File: config.mk
export PLATFORM = sky130hd
export DESIGN_NAME = crt_row_ctrl
export DESIGN_NICKNAME = d
export VERILOG_FILES = /design/src/rtl/crt_row_pkg.sv /design/src/rtl/crt_cmd_regs.sv /design/src/rtl/crt_scan_timing.sv /design/src/rtl/crt_row_fill.sv /design/src/rtl/crt_row_ctrl.sv
export SDC_FILE = /design/constraint.sdc
export NUM_CORES = 2
export LEC_CHECK = 0
export ABC_AREA = 1
export CAP_MARGIN = 20
export CORE_AREA = 2 2 372 374
export DETAILED_ROUTE_END_ITERATION = 10
export DIE_AREA = 0 0 374 376
export PLACE_DENSITY = 0.64
export SYNTH_ARGS = -nofsm -noshare
export SYNTH_HDL_FRONTEND = slang
export SYNTH_SLANG_ARGS = --single-unit
File: constraint.sdc
create_clock -name clk -period 7.21 [get_ports clk]
set_input_delay 1.0815 -clock clk [delete_from_list [all_inputs] [get_ports clk]]
set_output_delay 1.0815 -clock clk [all_outputs]
set_load 0.02 [all_outputs]
File: src/rtl/crt_row_pkg.sv
package crt_row_pkg;

   // command codes on the processor port
   localparam logic [7:0] OP_FORMAT = 8'h00;
   localparam logic [7:0] OP_START  = 8'h20;
   localparam logic [7:0] OP_STOP   = 8'h40;
   localparam logic [7:0] OP_CURSOR = 8'h80;

   localparam int FMT_BYTES = 5;
   localparam int CUR_BYTES = 2;

   typedef struct packed {
      logic [7:0] cols_m1;
      logic [7:0] rows_m1;
      logic [3:0] lines_m1;
      logic [3:0] hret_m1;
      logic [3:0] vret_m1;
      logic [1:0] burst_code;
   } crt_fmt_t;

endpackage

File: src/rtl/crt_cmd_regs.sv
module crt_cmd_regs
   import crt_row_pkg::*;
#(
   parameter int MAX_COLS = 80,
   parameter int MAX_ROWS = 64
) (
   input  logic       clk,
   input  logic       rst_n,
   input  logic       wr,
   input  logic       is_cmd,
   input  logic [7:0] data,
   output crt_fmt_t   fmt,
   output logic [7:0] cur_row,
   output logic [7:0] cur_col,
   output logic       run_en,
   output logic       start_p,
   output logic       clr_und
);

   localparam logic [7:0] COL_LIM = 8'(MAX_COLS - 1);
   localparam logic [7:0] ROW_LIM = 8'(MAX_ROWS - 1);

   logic [2:0] left;
   logic [2:0] idx;
   logic       kind_cur;
   logic       cmd_wr, par_wr;

   assign cmd_wr  = wr && is_cmd;
   assign par_wr  = wr && !is_cmd && (left != 3'd0);
   assign start_p = cmd_wr && (data == OP_START);
   assign clr_und = cmd_wr && (data == OP_FORMAT);

   always_ff @(posedge clk or negedge rst_n) begin
      if (!rst_n) begin
         fmt      <= '{cols_m1: COL_LIM, rows_m1: 8'd24, lines_m1: 4'd9,
                       hret_m1: 4'd9, vret_m1: 4'd1, burst_code: 2'd0};
         cur_row  <= '0;
         cur_col  <= '0;
         run_en   <= 1'b0;
         left     <= '0;
         idx      <= '0;
         kind_cur <= 1'b0;
      end else if (cmd_wr) begin
         case (data)
            OP_FORMAT: begin
               run_en   <= 1'b0;
               left     <= 3'(FMT_BYTES);
               idx      <= '0;
               kind_cur <= 1'b0;
            end
            OP_CURSOR: begin
               left     <= 3'(CUR_BYTES);
               idx      <= '0;
               kind_cur <= 1'b1;
            end
            OP_START: run_en <= 1'b1;
            OP_STOP:  run_en <= 1'b0;
            default: ;
         endcase
      end else if (par_wr) begin
         left <= left - 3'd1;
         idx  <= idx + 3'd1;
         if (kind_cur) begin
            if (idx == 3'd0) cur_row <= data;
            else             cur_col <= data;
         end else begin
            case (idx)
               3'd0: fmt.cols_m1  <= (data > COL_LIM) ? COL_LIM : data;
               3'd1: fmt.rows_m1  <= (data > ROW_LIM) ? ROW_LIM : data;
               3'd2: fmt.lines_m1 <= data[3:0];
               3'd3: begin
                  fmt.vret_m1 <= data[7:4];
                  fmt.hret_m1 <= data[3:0];
               end
               default: fmt.burst_code <= data[1:0];
            endcase
         end
      end
   end

endmodule

File: src/rtl/crt_scan_timing.sv
module crt_scan_timing
   import crt_row_pkg::*;
#(
   parameter int COL_W  = 7,
   parameter int ROW_W  = 7,
   parameter int LINE_W = 4
) (
   input  logic              clk,
   input  logic              rst_n,
   input  logic              run_en,
   input  logic              start_p,
   input  crt_fmt_t          fmt,
   output logic [COL_W-1:0]  hc,
   output logic [LINE_W-1:0] lc,
   output logic [ROW_W-1:0]  rc,
   output logic              row_end,
   output logic              show_next,
   output logic              fetch_next,
   output logic              active,
   output logic              hret_o,
   output logic              vret_o
);

   logic [COL_W-1:0] htot_m1;
   logic [ROW_W-1:0] tot_m1;
   logic [ROW_W-1:0] nxt, nxt2;
   logic             line_end;

   assign htot_m1  = COL_W'(fmt.cols_m1) + COL_W'(fmt.hret_m1) + COL_W'(1);
   assign tot_m1   = ROW_W'(fmt.rows_m1) + ROW_W'(fmt.vret_m1) + ROW_W'(1);
   assign line_end = (hc == htot_m1);
   assign row_end  = run_en && line_end && (lc == LINE_W'(fmt.lines_m1));
   assign nxt      = (rc == tot_m1) ? '0 : rc + ROW_W'(1);
   assign nxt2     = (nxt == tot_m1) ? '0 : nxt + ROW_W'(1);
   assign show_next  = (8'(nxt)  <= fmt.rows_m1);
   assign fetch_next = (8'(nxt2) <= fmt.rows_m1);

   assign hret_o = run_en && (8'(hc) > fmt.cols_m1);
   assign vret_o = run_en && (8'(rc) > fmt.rows_m1);
   assign active = run_en && !hret_o && !vret_o;

   always_ff @(posedge clk or negedge rst_n) begin
      if (!rst_n) begin
         hc <= '0;
         lc <= '0;
         rc <= '0;
      end else if (start_p) begin
         hc <= '0;
         lc <= '0;
         rc <= tot_m1;
      end else if (run_en) begin
         if (line_end) begin
            hc <= '0;
            if (row_end) begin
               lc <= '0;
               rc <= nxt;
            end else begin
               lc <= lc + LINE_W'(1);
            end
         end else begin
            hc <= hc + COL_W'(1);
         end
      end
   end

endmodule

File: src/rtl/crt_row_fill.sv
module crt_row_fill
   import crt_row_pkg::*;
#(
   parameter int MAX_COLS = 80,
   parameter int COL_W    = 7,
   parameter int DATA_W   = 8
) (
   input  logic              clk,
   input  logic              rst_n,
   input  logic              run_en,
   input  logic              start_p,
   input  logic              clr_und,
   input  logic              row_end,
   input  logic              show_next,
   input  logic              fetch_next,
   input  crt_fmt_t          fmt,
   input  logic [COL_W-1:0]  hc,
   input  logic              dma_ack,
   input  logic [DATA_W-1:0] dma_data,
   output logic              dma_req,
   output logic [DATA_W-1:0] rd_char,
   output logic              blank,
   output logic              underrun
);

   localparam int NBANK = 2;
   localparam int PTR_W = $clog2(MAX_COLS + 1);

   logic [PTR_W-1:0]  ptr;
   logic [2:0]        bcnt, burst_m1;
   logic              fill_act, done, gap, dsel;
   logic              take, wr_en;
   logic [PTR_W-1:0]  rd_idx;
   logic [DATA_W-1:0] bank_rd [NBANK];

   assign burst_m1 = 3'((4'd1 << fmt.burst_code) - 4'd1);
   assign dma_req  = run_en && fill_act && !gap;
   assign take     = dma_req && dma_ack;
   assign wr_en    = take && !start_p && !row_end;
   assign rd_idx   = (hc < COL_W'(MAX_COLS)) ? PTR_W'(hc) : '0;

   for (genvar b = 0; b < NBANK; b++) begin : g_bank
      logic [DATA_W-1:0] mem [MAX_COLS];
      always_ff @(posedge clk) begin
         if (wr_en && (dsel != 1'(b)))
            mem[ptr] <= dma_data;
      end
      assign bank_rd[b] = mem[rd_idx];
   end

   assign rd_char = bank_rd[dsel];

   always_ff @(posedge clk or negedge rst_n) begin
      if (!rst_n) begin
         fill_act <= 1'b0;
         ptr      <= '0;
         done     <= 1'b0;
         bcnt     <= '0;
         gap      <= 1'b0;
         dsel     <= 1'b0;
         blank    <= 1'b1;
         underrun <= 1'b0;
      end else begin
         if (start_p) begin
            fill_act <= 1'b1;
            ptr      <= '0;
            done     <= 1'b0;
            bcnt     <= '0;
            gap      <= 1'b0;
            blank    <= 1'b1;
         end else if (row_end) begin
            if (show_next) begin
               if (done) begin
                  dsel  <= ~dsel;
                  blank <= 1'b0;
               end else begin
                  underrun <= 1'b1;
                  blank    <= 1'b1;
               end
            end
            fill_act <= fetch_next;
            ptr      <= '0;
            done     <= 1'b0;
            bcnt     <= '0;
            gap      <= 1'b0;
         end else if (take) begin
            ptr <= ptr + PTR_W'(1);
            if (8'(ptr) == fmt.cols_m1) begin
               fill_act <= 1'b0;
               done     <= 1'b1;
            end else if (bcnt == burst_m1) begin
               gap  <= 1'b1;
               bcnt <= '0;
            end else begin
               bcnt <= bcnt + 3'd1;
            end
         end else begin
            gap <= 1'b0;
         end
         if (clr_und) underrun <= 1'b0;
      end
   end

endmodule

File: src/rtl/crt_row_ctrl.sv
module crt_row_ctrl
   import crt_row_pkg::*;
#(
   parameter int MAX_COLS  = 80,
   parameter int MAX_ROWS  = 64,
   parameter int MAX_LINES = 16,
   parameter int DATA_W    = 8
) (
   input  logic              clk,
   input  logic              rst_n,
   input  logic              cpu_wr,
   input  logic              cpu_cmd,
   input  logic [7:0]        cpu_data,
   output logic              dma_req,
   input  logic              dma_ack,
   input  logic [DATA_W-1:0] dma_data,
   output logic [DATA_W-1:0] char_code,
   output logic [3:0]        line_cnt,
   output logic              hretrace,
   output logic              vretrace,
   output logic              cursor_vid,
   output logic              video_en,
   output logic              underrun
);

   localparam int RET_MAX = 16;
   localparam int COL_W   = $clog2(MAX_COLS + RET_MAX);
   localparam int ROW_W   = $clog2(MAX_ROWS + RET_MAX);
   localparam int LINE_W  = $clog2(MAX_LINES);

   if (MAX_COLS < 1 || MAX_COLS > 255) begin : g_bad_cols
      $error("MAX_COLS must be within 1..255");
   end
   if (MAX_ROWS < 1 || MAX_ROWS > 255 - RET_MAX) begin : g_bad_rows
      $error("MAX_ROWS out of range");
   end
   if (MAX_LINES != 16) begin : g_bad_lines
      $error("line field is four bits wide, MAX_LINES must be 16");
   end

   crt_fmt_t          fmt;
   logic [7:0]        cur_row, cur_col;
   logic              run_en, start_p, clr_und;
   logic [COL_W-1:0]  hc;
   logic [LINE_W-1:0] lc;
   logic [ROW_W-1:0]  rc;
   logic              row_end, show_next, fetch_next, active, blank;
   logic [DATA_W-1:0] rd_char;

   crt_cmd_regs #(.MAX_COLS(MAX_COLS), .MAX_ROWS(MAX_ROWS)) i_cmd (
      .clk(clk), .rst_n(rst_n), .wr(cpu_wr), .is_cmd(cpu_cmd), .data(cpu_data),
      .fmt(fmt), .cur_row(cur_row), .cur_col(cur_col), .run_en(run_en),
      .start_p(start_p), .clr_und(clr_und)
   );

   crt_scan_timing #(.COL_W(COL_W), .ROW_W(ROW_W), .LINE_W(LINE_W)) i_timing (
      .clk(clk), .rst_n(rst_n), .run_en(run_en), .start_p(start_p), .fmt(fmt),
      .hc(hc), .lc(lc), .rc(rc), .row_end(row_end), .show_next(show_next),
      .fetch_next(fetch_next), .active(active), .hret_o(hretrace),
      .vret_o(vretrace)
   );

   crt_row_fill #(.MAX_COLS(MAX_COLS), .COL_W(COL_W), .DATA_W(DATA_W)) i_fill (
      .clk(clk), .rst_n(rst_n), .run_en(run_en), .start_p(start_p),
      .clr_und(clr_und), .row_end(row_end), .show_next(show_next),
      .fetch_next(fetch_next), .fmt(fmt), .hc(hc), .dma_ack(dma_ack),
      .dma_data(dma_data), .dma_req(dma_req), .rd_char(rd_char),
      .blank(blank), .underrun(underrun)
   );

   assign line_cnt   = 4'(lc);
   assign video_en   = active && !blank;
   assign char_code  = video_en ? rd_char : '0;
   assign cursor_vid = active && (8'(rc) == cur_row) && (8'(hc) == cur_col);

endmodule


# Yosys cells after proc, flatten, opt, wreduce, memory -nomap -nowiden
# Memories as Yosys holds them, arrays and structs flattened.
# Cells that the tools add are included.
totals:
  regBits: 88
  mem_bits_rw: 1280
  output_inout_bits: 18
  elab_cells: 201
  mem_count: 2
memory_table:
  columns: ["memory", "depth", "width", "rd", "rd_ports_with_merged_regs", "write_ports", "line_no", "source"]
  rows:
  - ["i_fill.g_bank[0].mem", 80, 8, 1, 0, 1, "crt_row_fill.sv:43", "logic [DATA_W-1:0] mem [MAX_COLS];"]
  - ["i_fill.g_bank[1].mem", 80, 8, 1, 0, 1, "crt_row_fill.sv:43", null]
op_classes:
  add_sub_neg: 13
  order_cmp: 8
  n_eq_ne: 21
  shifts: 1
  muxes: 62
  bitwise: 7
  reduce_logical: 64
op_table:
  columns: ["cell", "n"]
  rows:
  - ["7-bit 2-to-1 mux", 13]
  - ["8-bit 2-to-1 mux", 6]
  - ["7-bit by 1-bit adder with 7-bit output (second input constant)", 6]
  - ["4-bit AND reduction", 9]
  - ["3-bit 2-to-1 mux", 10]
  - ["1-bit 2-to-1 mux", 26]
  - ["7-bit by 8-bit == test with 1-bit output", 3]
  - ["7-bit == test", 3]
  - ["1-bit logical AND", 21]
  - ["2-bit AND reduction", 9]
  - ["2-bit nonzero test", 9]
  - ["7-bit by 8-bit > comparator with 1-bit output", 2]
  - ["7-bit by 8-bit less-or-equal comparator with 1-bit output", 2]
  - ["4-bit 2-to-1 mux", 4]
  - ["7-bit by 4-bit adder with 7-bit output", 2]
  - ["3-bit nonzero test", 3]
  - ["8-bit by 6-bit == test with 1-bit output (second input constant)", 1]
  - ["8-bit by 7-bit == test with 1-bit output (second input constant)", 1]
  - ["8-bit == test (second input constant)", 1]
  - ["8-bit by 6-bit > comparator with 1-bit output (second input constant)", 1]
  - ["8-bit by 7-bit > comparator with 1-bit output (second input constant)", 1]
  - ["8-bit logical NOT", 1]
  - ["4-bit by 2-bit inequality test with 1-bit output (second input constant)", 2]
  - ["1-bit logical NOT", 7]
  - ["other kinds (21)", 33]

# Depth between registers and ports, before layout
depth:
  ltp_word: 10
  mapped_depth: 28
  mapped_depth_nobuf: 28

# Modules after synthesis
# Synthesis repeated with hierarchy kept, for this count alone.
unflattened:
  hier_cells: 5772
  area_unflattened_um2: 61883.1
modules_own_cells:
  columns: ["module", "instances", "cells_per_inst", "area_per_inst_um2", "seq_area_each_um2"]
  rows:
  - ["crt_row_fill", 1, 5052, 56427.9, 38838.5]
  - ["crt_scan_timing", 1, 396, 2667.6, 450.4]
  - ["crt_cmd_regs", 1, 264, 2501.1, 1366.3]
  - ["crt_row_ctrl", 1, 60, 286.5, 0.0]

# Worst setup path after synthesis
# Ideal clock, no wire load.
synth_path:
  path_type: "reg-to-reg"
  from: "reg i_cmd.fmt[2] (netlist name)"
  to: "reg i_fill.fill_act"
  setup_ns: 0.122
  arrival_ns: 3.724
  slack_ns: 3.364
  path_stages_with_launch: 26
  synth_period_minus_slack_ns: 3.846
  cell_sequence: "dfstp_2 > inv_1 > ha_1 > inv_1 > fa_1 > xnor2_1 > nand2_1 > nor2_1 > nand3_1 > nor2_1 > nand3_2 > nand2_1 > nand2_1 > o21ai_0 > nand3_1 > nor4_4 > nor2_1 > ha_1 > inv_1 > nor2_1 > nor2_1 > o21a_1 > o21ai_0 > a21oi_1 > o31ai_1 > inv_2"
synth_via:
  elab_chain_cells: 9
synth_rtl:
  columns: ["item", "line_no", "source"]
  rows:
  - ["7-bit by 4-bit adder with 7-bit output (*)", "crt_scan_timing.sv:30", "assign tot_m1 = ROW_W'(fmt.rows_m1) + ROW_W'(fmt.vret_m1) + ROW_W'(1);"]
  - ["7-bit by 1-bit adder with 7-bit output (*)", "crt_scan_timing.sv:30", null]
  - ["7-bit == test", "crt_scan_timing.sv:33", "assign nxt = (rc == tot_m1) ? '0 : rc + ROW_W'(1);"]
  - ["7-bit 2-to-1 mux", "crt_scan_timing.sv:33", null]
  - ["7-bit by 1-bit adder with 7-bit output / 7-bit == test (equally long branches)", "crt_scan_timing.sv:34", "assign nxt2 = (nxt == tot_m1) ? '0 : nxt + ROW_W'(1);"]
  - ["7-bit 2-to-1 mux (*)", "crt_scan_timing.sv:34", null]
  - ["7-bit by 8-bit less-or-equal comparator with 1-bit output (*)", "crt_scan_timing.sv:36", "assign fetch_next = (8'(nxt2) <= fmt.rows_m1);"]
  - ["1-bit 2-to-1 mux (*)", "crt_row_fill.sv:71", "end else if (row_end) begin"]
  - ["1-bit 2-to-1 mux (*)", "crt_row_fill.sv:64", "if (start_p) begin"]
  - ["end signal: assignment", "crt_row_fill.sv:81", "fill_act <= fetch_next;"]
  - ["end: declaration", "crt_row_fill.sv:31", "logic fill_act, done, gap, dsel;"]
# Every way passes the cells marked *; elsewhere a longest branch is shown, timed or not.
# A chain may end at the register's enable or synchronous reset.

# Worst setup path in the final report
layout_path:
  from: "reg i_timing.hc[4]"
  to: "out char_code[5]"
layout_via:
  elab_chain_cells: 7
layout_rtl:
  columns: ["item", "line_no", "source"]
  rows:
  - ["start: declaration", "crt_scan_timing.sv:13", "output logic [COL_W-1:0] hc,"]
  - ["start signal: assignment", "crt_scan_timing.sv:61", "hc <= hc + COL_W'(1);"]
  - ["7-bit < comparator / 7-bit by 8-bit > comparator with 1-bit output (equally long branches)", "crt_row_fill.sv:40, crt_scan_timing.sv:38", null]
  - ["7-bit 2-to-1 mux / 1-bit logical AND (equally long branches)", "crt_row_fill.sv:40, crt_scan_timing.sv:38", null]
  - ["memory 80 x 8 bit / 1-bit logical NOT (equally long branches)", null, null]
  - ["8-bit 2-to-1 mux (implied by the code) / 1-bit logical AND (equally long branches) (2 in a row)", "crt_row_fill.sv:51, crt_scan_timing.sv:40", null]
  - ["8-bit 2-to-1 mux (implied by the code) / 1-bit logical AND (equally long branches)", "crt_row_fill.sv:51, crt_row_ctrl.sv:72", null]
  - ["8-bit 2-to-1 mux (*)", "crt_row_ctrl.sv:73", "assign char_code = video_en ? rd_char : '0;"]
  - ["end: declaration", "crt_row_ctrl.sv:17", "output logic [DATA_W-1:0] char_code,"]
# Every way passes the cells marked *; elsewhere a longest branch is shown, timed or not. The select of a mux whose other input is x is not followed.

==> impl_metrics.toml <==
[yosys]
ys_dominant_reg_cell = "edfxtp_1"
synth_cells = 5167
ys_seq_area_frac = 0.698
ys_warn_count = 0
syn_area_um2 = 58200
syn_avg_cell_area_um2 = 11.3
synthArstFlopShare = 0.0643
synthesis.nets = 5237
synth-edff-count = 1280
ys_ff_latch = 1368
synth_cell_types = 54

[worst_setup_path]
reg2reg_slack_ps = 2300
worstSetupEndpoint = "char_code[5]"
critPathLaunch = "i_timing.hc[4]"
r2r-start = "i_cmd.fmt[22]"
required_ps = 6130
r2r-end = "i_fill.g_bank[0].mem[11][2]"
criticalPathCategory = "register to output port"
reg2reg_depth = 19
crit_path_start_kind = "register"
critPathMaxFanout = 87
cp_data_arrival_time_ps = 5260
cp-end-kind = "output port"

[place]
finalWeightedCongestion = 0.877
dpl-instance-area_um2 = 60300
dp_cells = 6764
port_buffers = 38
hpwl_um = 92100

[floorplanning]
ioPinCount = 39
start_util = 0.426
die_h_um = 376
std_cell_rows = 136
fp.dieW_um = 374
core-area_um2 = 137000
dieArea_um2 = 141000

[routing]
vias = 39800
drc = 0
routed_wirelength_um = 158000
drt_iter0_drc = 4782
ant_nets = 0
routedWlPerCell_um = 22.5
firstDrtPassIters = 6
vias_per_cell = 5.67

[layout]
fillers = 12100
area_delta_synth_final_pct = 11.5
final_cell_mix = "nand2_1 (1489), edfxtp_1 (1280), nand3_1 (1048), nor2_1 (287), nand4_1 (154)"
fin_area_um2 = 65000
fin_cells = 7025
fin_nets = 5187
final_common_cell = "nand2_1"
drive_above_1_share = 0.0662
utilization = 0.475

[grt]
grt_pass1_wl_um = 240000
grt_max_degree = 184
gr-usage-all-layers = 0.222
grt_pass1_vias = 38500
antenna_found_initial = 1
grt.overflow.total = 0

[sta]
max_clock_freq_mhz = 158
final.min_clock_period_ps = 6340
rsz0062_at_grt = "no"
timing.final.hold_violations = 0
worst_pin_slew_ps = 1050
maxSlewHeadroom = 0.303
finalSetupViolations = 0
fin_crit_sh = 0.880
clock_skew_ps = 28.1
tns_ps = 0
slew_violations = 0

[hold_path]
hp-class = "primary input to async pin"

[clock_network]
clock_latency_ps = 750
cts_tree = "yes"
clock-sinks = 1368
clk_pin_slew_ps = 60
root_buffer = "clkbuf_16"
cts_buffer_depth = 3
hold_buffers = 0
cts_setup_buffers = 0
htree_levels = 4
cts-resized-gates = 0
numCtsBuffers = 142

[pwr]
peakVddDrop_mv = 0.634
finalPower_mw = 26.0
power.density_nw_per_um2 = 401
leakage_nw = 22.9

[run]
cap_viol_max_count = 0

[outcome]
run_status = "complete, no violations"
## synthesized netlist by cell type, drive strengths merged (4+ instances only)
| cell | number | area share |
|---|---|---|
| xor2 | 34 | 0.0051 |
| nor2 | 295 | 0.019 |
| edfxtp | 1280 | 0.66 |
| clkbuf | 128 | 0.0083 |
| a22oi | 16 | 0.0021 |
| ha | 47 | 0.010 |
| a31oi | 9 | 0.00097 |
| dfrtp | 75 | 0.032 |
| or2 | 4 | 0.00043 |
| o31ai | 6 | 0.00077 |
| dfstp | 13 | 0.0059 |
| nor4 | 9 | 0.0012 |
| xnor2 | 15 | 0.0023 |
| nand4 | 154 | 0.017 |
| inv | 119 | 0.0078 |
| a21oi | 45 | 0.0041 |
| o21ai | 113 | 0.0098 |
| o32ai | 16 | 0.0024 |
| nand2 | 1492 | 0.096 |
| buf | 191 | 0.017 |
| o22ai | 8 | 0.00086 |
| nand3 | 1052 | 0.091 |
| nor3 | 22 | 0.0019 |
## power by group
| part | total [mW] | switching (mW) | internal [mW] |
|---|---|---|---|
| registers | 8.93 | 0.147 | 8.79 |
| logic | 9.82 | 7.19 | 2.63 |
| clock network | 7.28 | 3.02 | 4.25 |
## flip-flops by register name (all words and copies together), names as in the netlist, 3 cells and up
register and flops:
i_fill.bcnt 3, i_timing.lc 4, i_timing.hc 7, i_timing.rc 7, i_cmd.cur_row 8, i_cmd.left 3
i_cmd.fmt 30, i_fill.ptr 7, i_fill.g_bank.mem 1280, i_cmd.idx 3, i_cmd.cur_col 8
## layer usage
metal,vias to the layer above,track usage,share of wire
met5,-,0,0.000088
met4,2,0.0790,0.031
met3,307,0.0448,0.089
met2,1820,0.353,0.47
met1,19500,0.305,0.41
li1,18200,-,-
## critical path, cell delays in order (launching register included)
cell and delay (ps):
dfrtp_1 490, inv_2 120, a21oi_4 310, inv_4 260, nand2_8 560, buf_4 380, nand3_1 120, nand3_1 180
nand3_1 150, nand3_1 260, nand3_1 370, nand3_1 190, nand2_1 70, a31oi_1 280, clkdlybuf4s50_1 690
## how the worst min path moves through the flow
stage	start	endpoint	cells after the start	slack, ps
after global placement	i_cmd.left[0]	i_cmd.left[0]	1	470
after CTS	rst_n	i_fill.underrun	1	190
after detailed placement	i_cmd.left[0]	i_cmd.left[0]	1	470
final	rst_n	i_fill.underrun	1	220
after floorplan	i_cmd.left[0]	i_cmd.left[0]	1	440
after global routing	rst_n	i_cmd.idx[2]	1	230
## stage by stage
step / hold slack, ps / setup WS (ps)
global placement: 467 / 1790
finish: 223 / 867
floorplan: 443 / 3360
detailed placement: 474 / 1760
CTS: 192 / 947
global route: 225 / 677
## final cells by class
| class | instances | area [um^2] | share of cell area |
|---|---|---|---|
| flip-flops and latches | 1368 | 40700 | 0.626 |
| multi-input cells | 3358 | 15700 | 0.242 |
| clock buffers | 190 | 3920 | 0.0604 |
| well taps | 1794 | 2240 | 0.0346 |
| repair buffers | 125 | 1270 | 0.0196 |
| clock inverters | 67 | 664 | 0.0102 |
| inverters | 122 | 482 | 0.00742 |
| diodes | 1 | 2.50 | 0.0000385 |
## kinds of logic (layout without fill, tap and decap cells)
logic type | after synthesis | in the layout | synth area share
xor gates and xnor gates | 49 | 49 | 0.00737
and+or+nand+nor | 3031 | 3031 | 0.227
DFF | 1368 | 1368 | 0.698
buffers and inverters | 441 | 504 | 0.0332
AOI/OAI and AO/OA | 229 | 229 | 0.0232
other | 0 | 1 | 0
adders and majority gates | 49 | 49 | 0.0108
(Power assumes the default switching activity.)
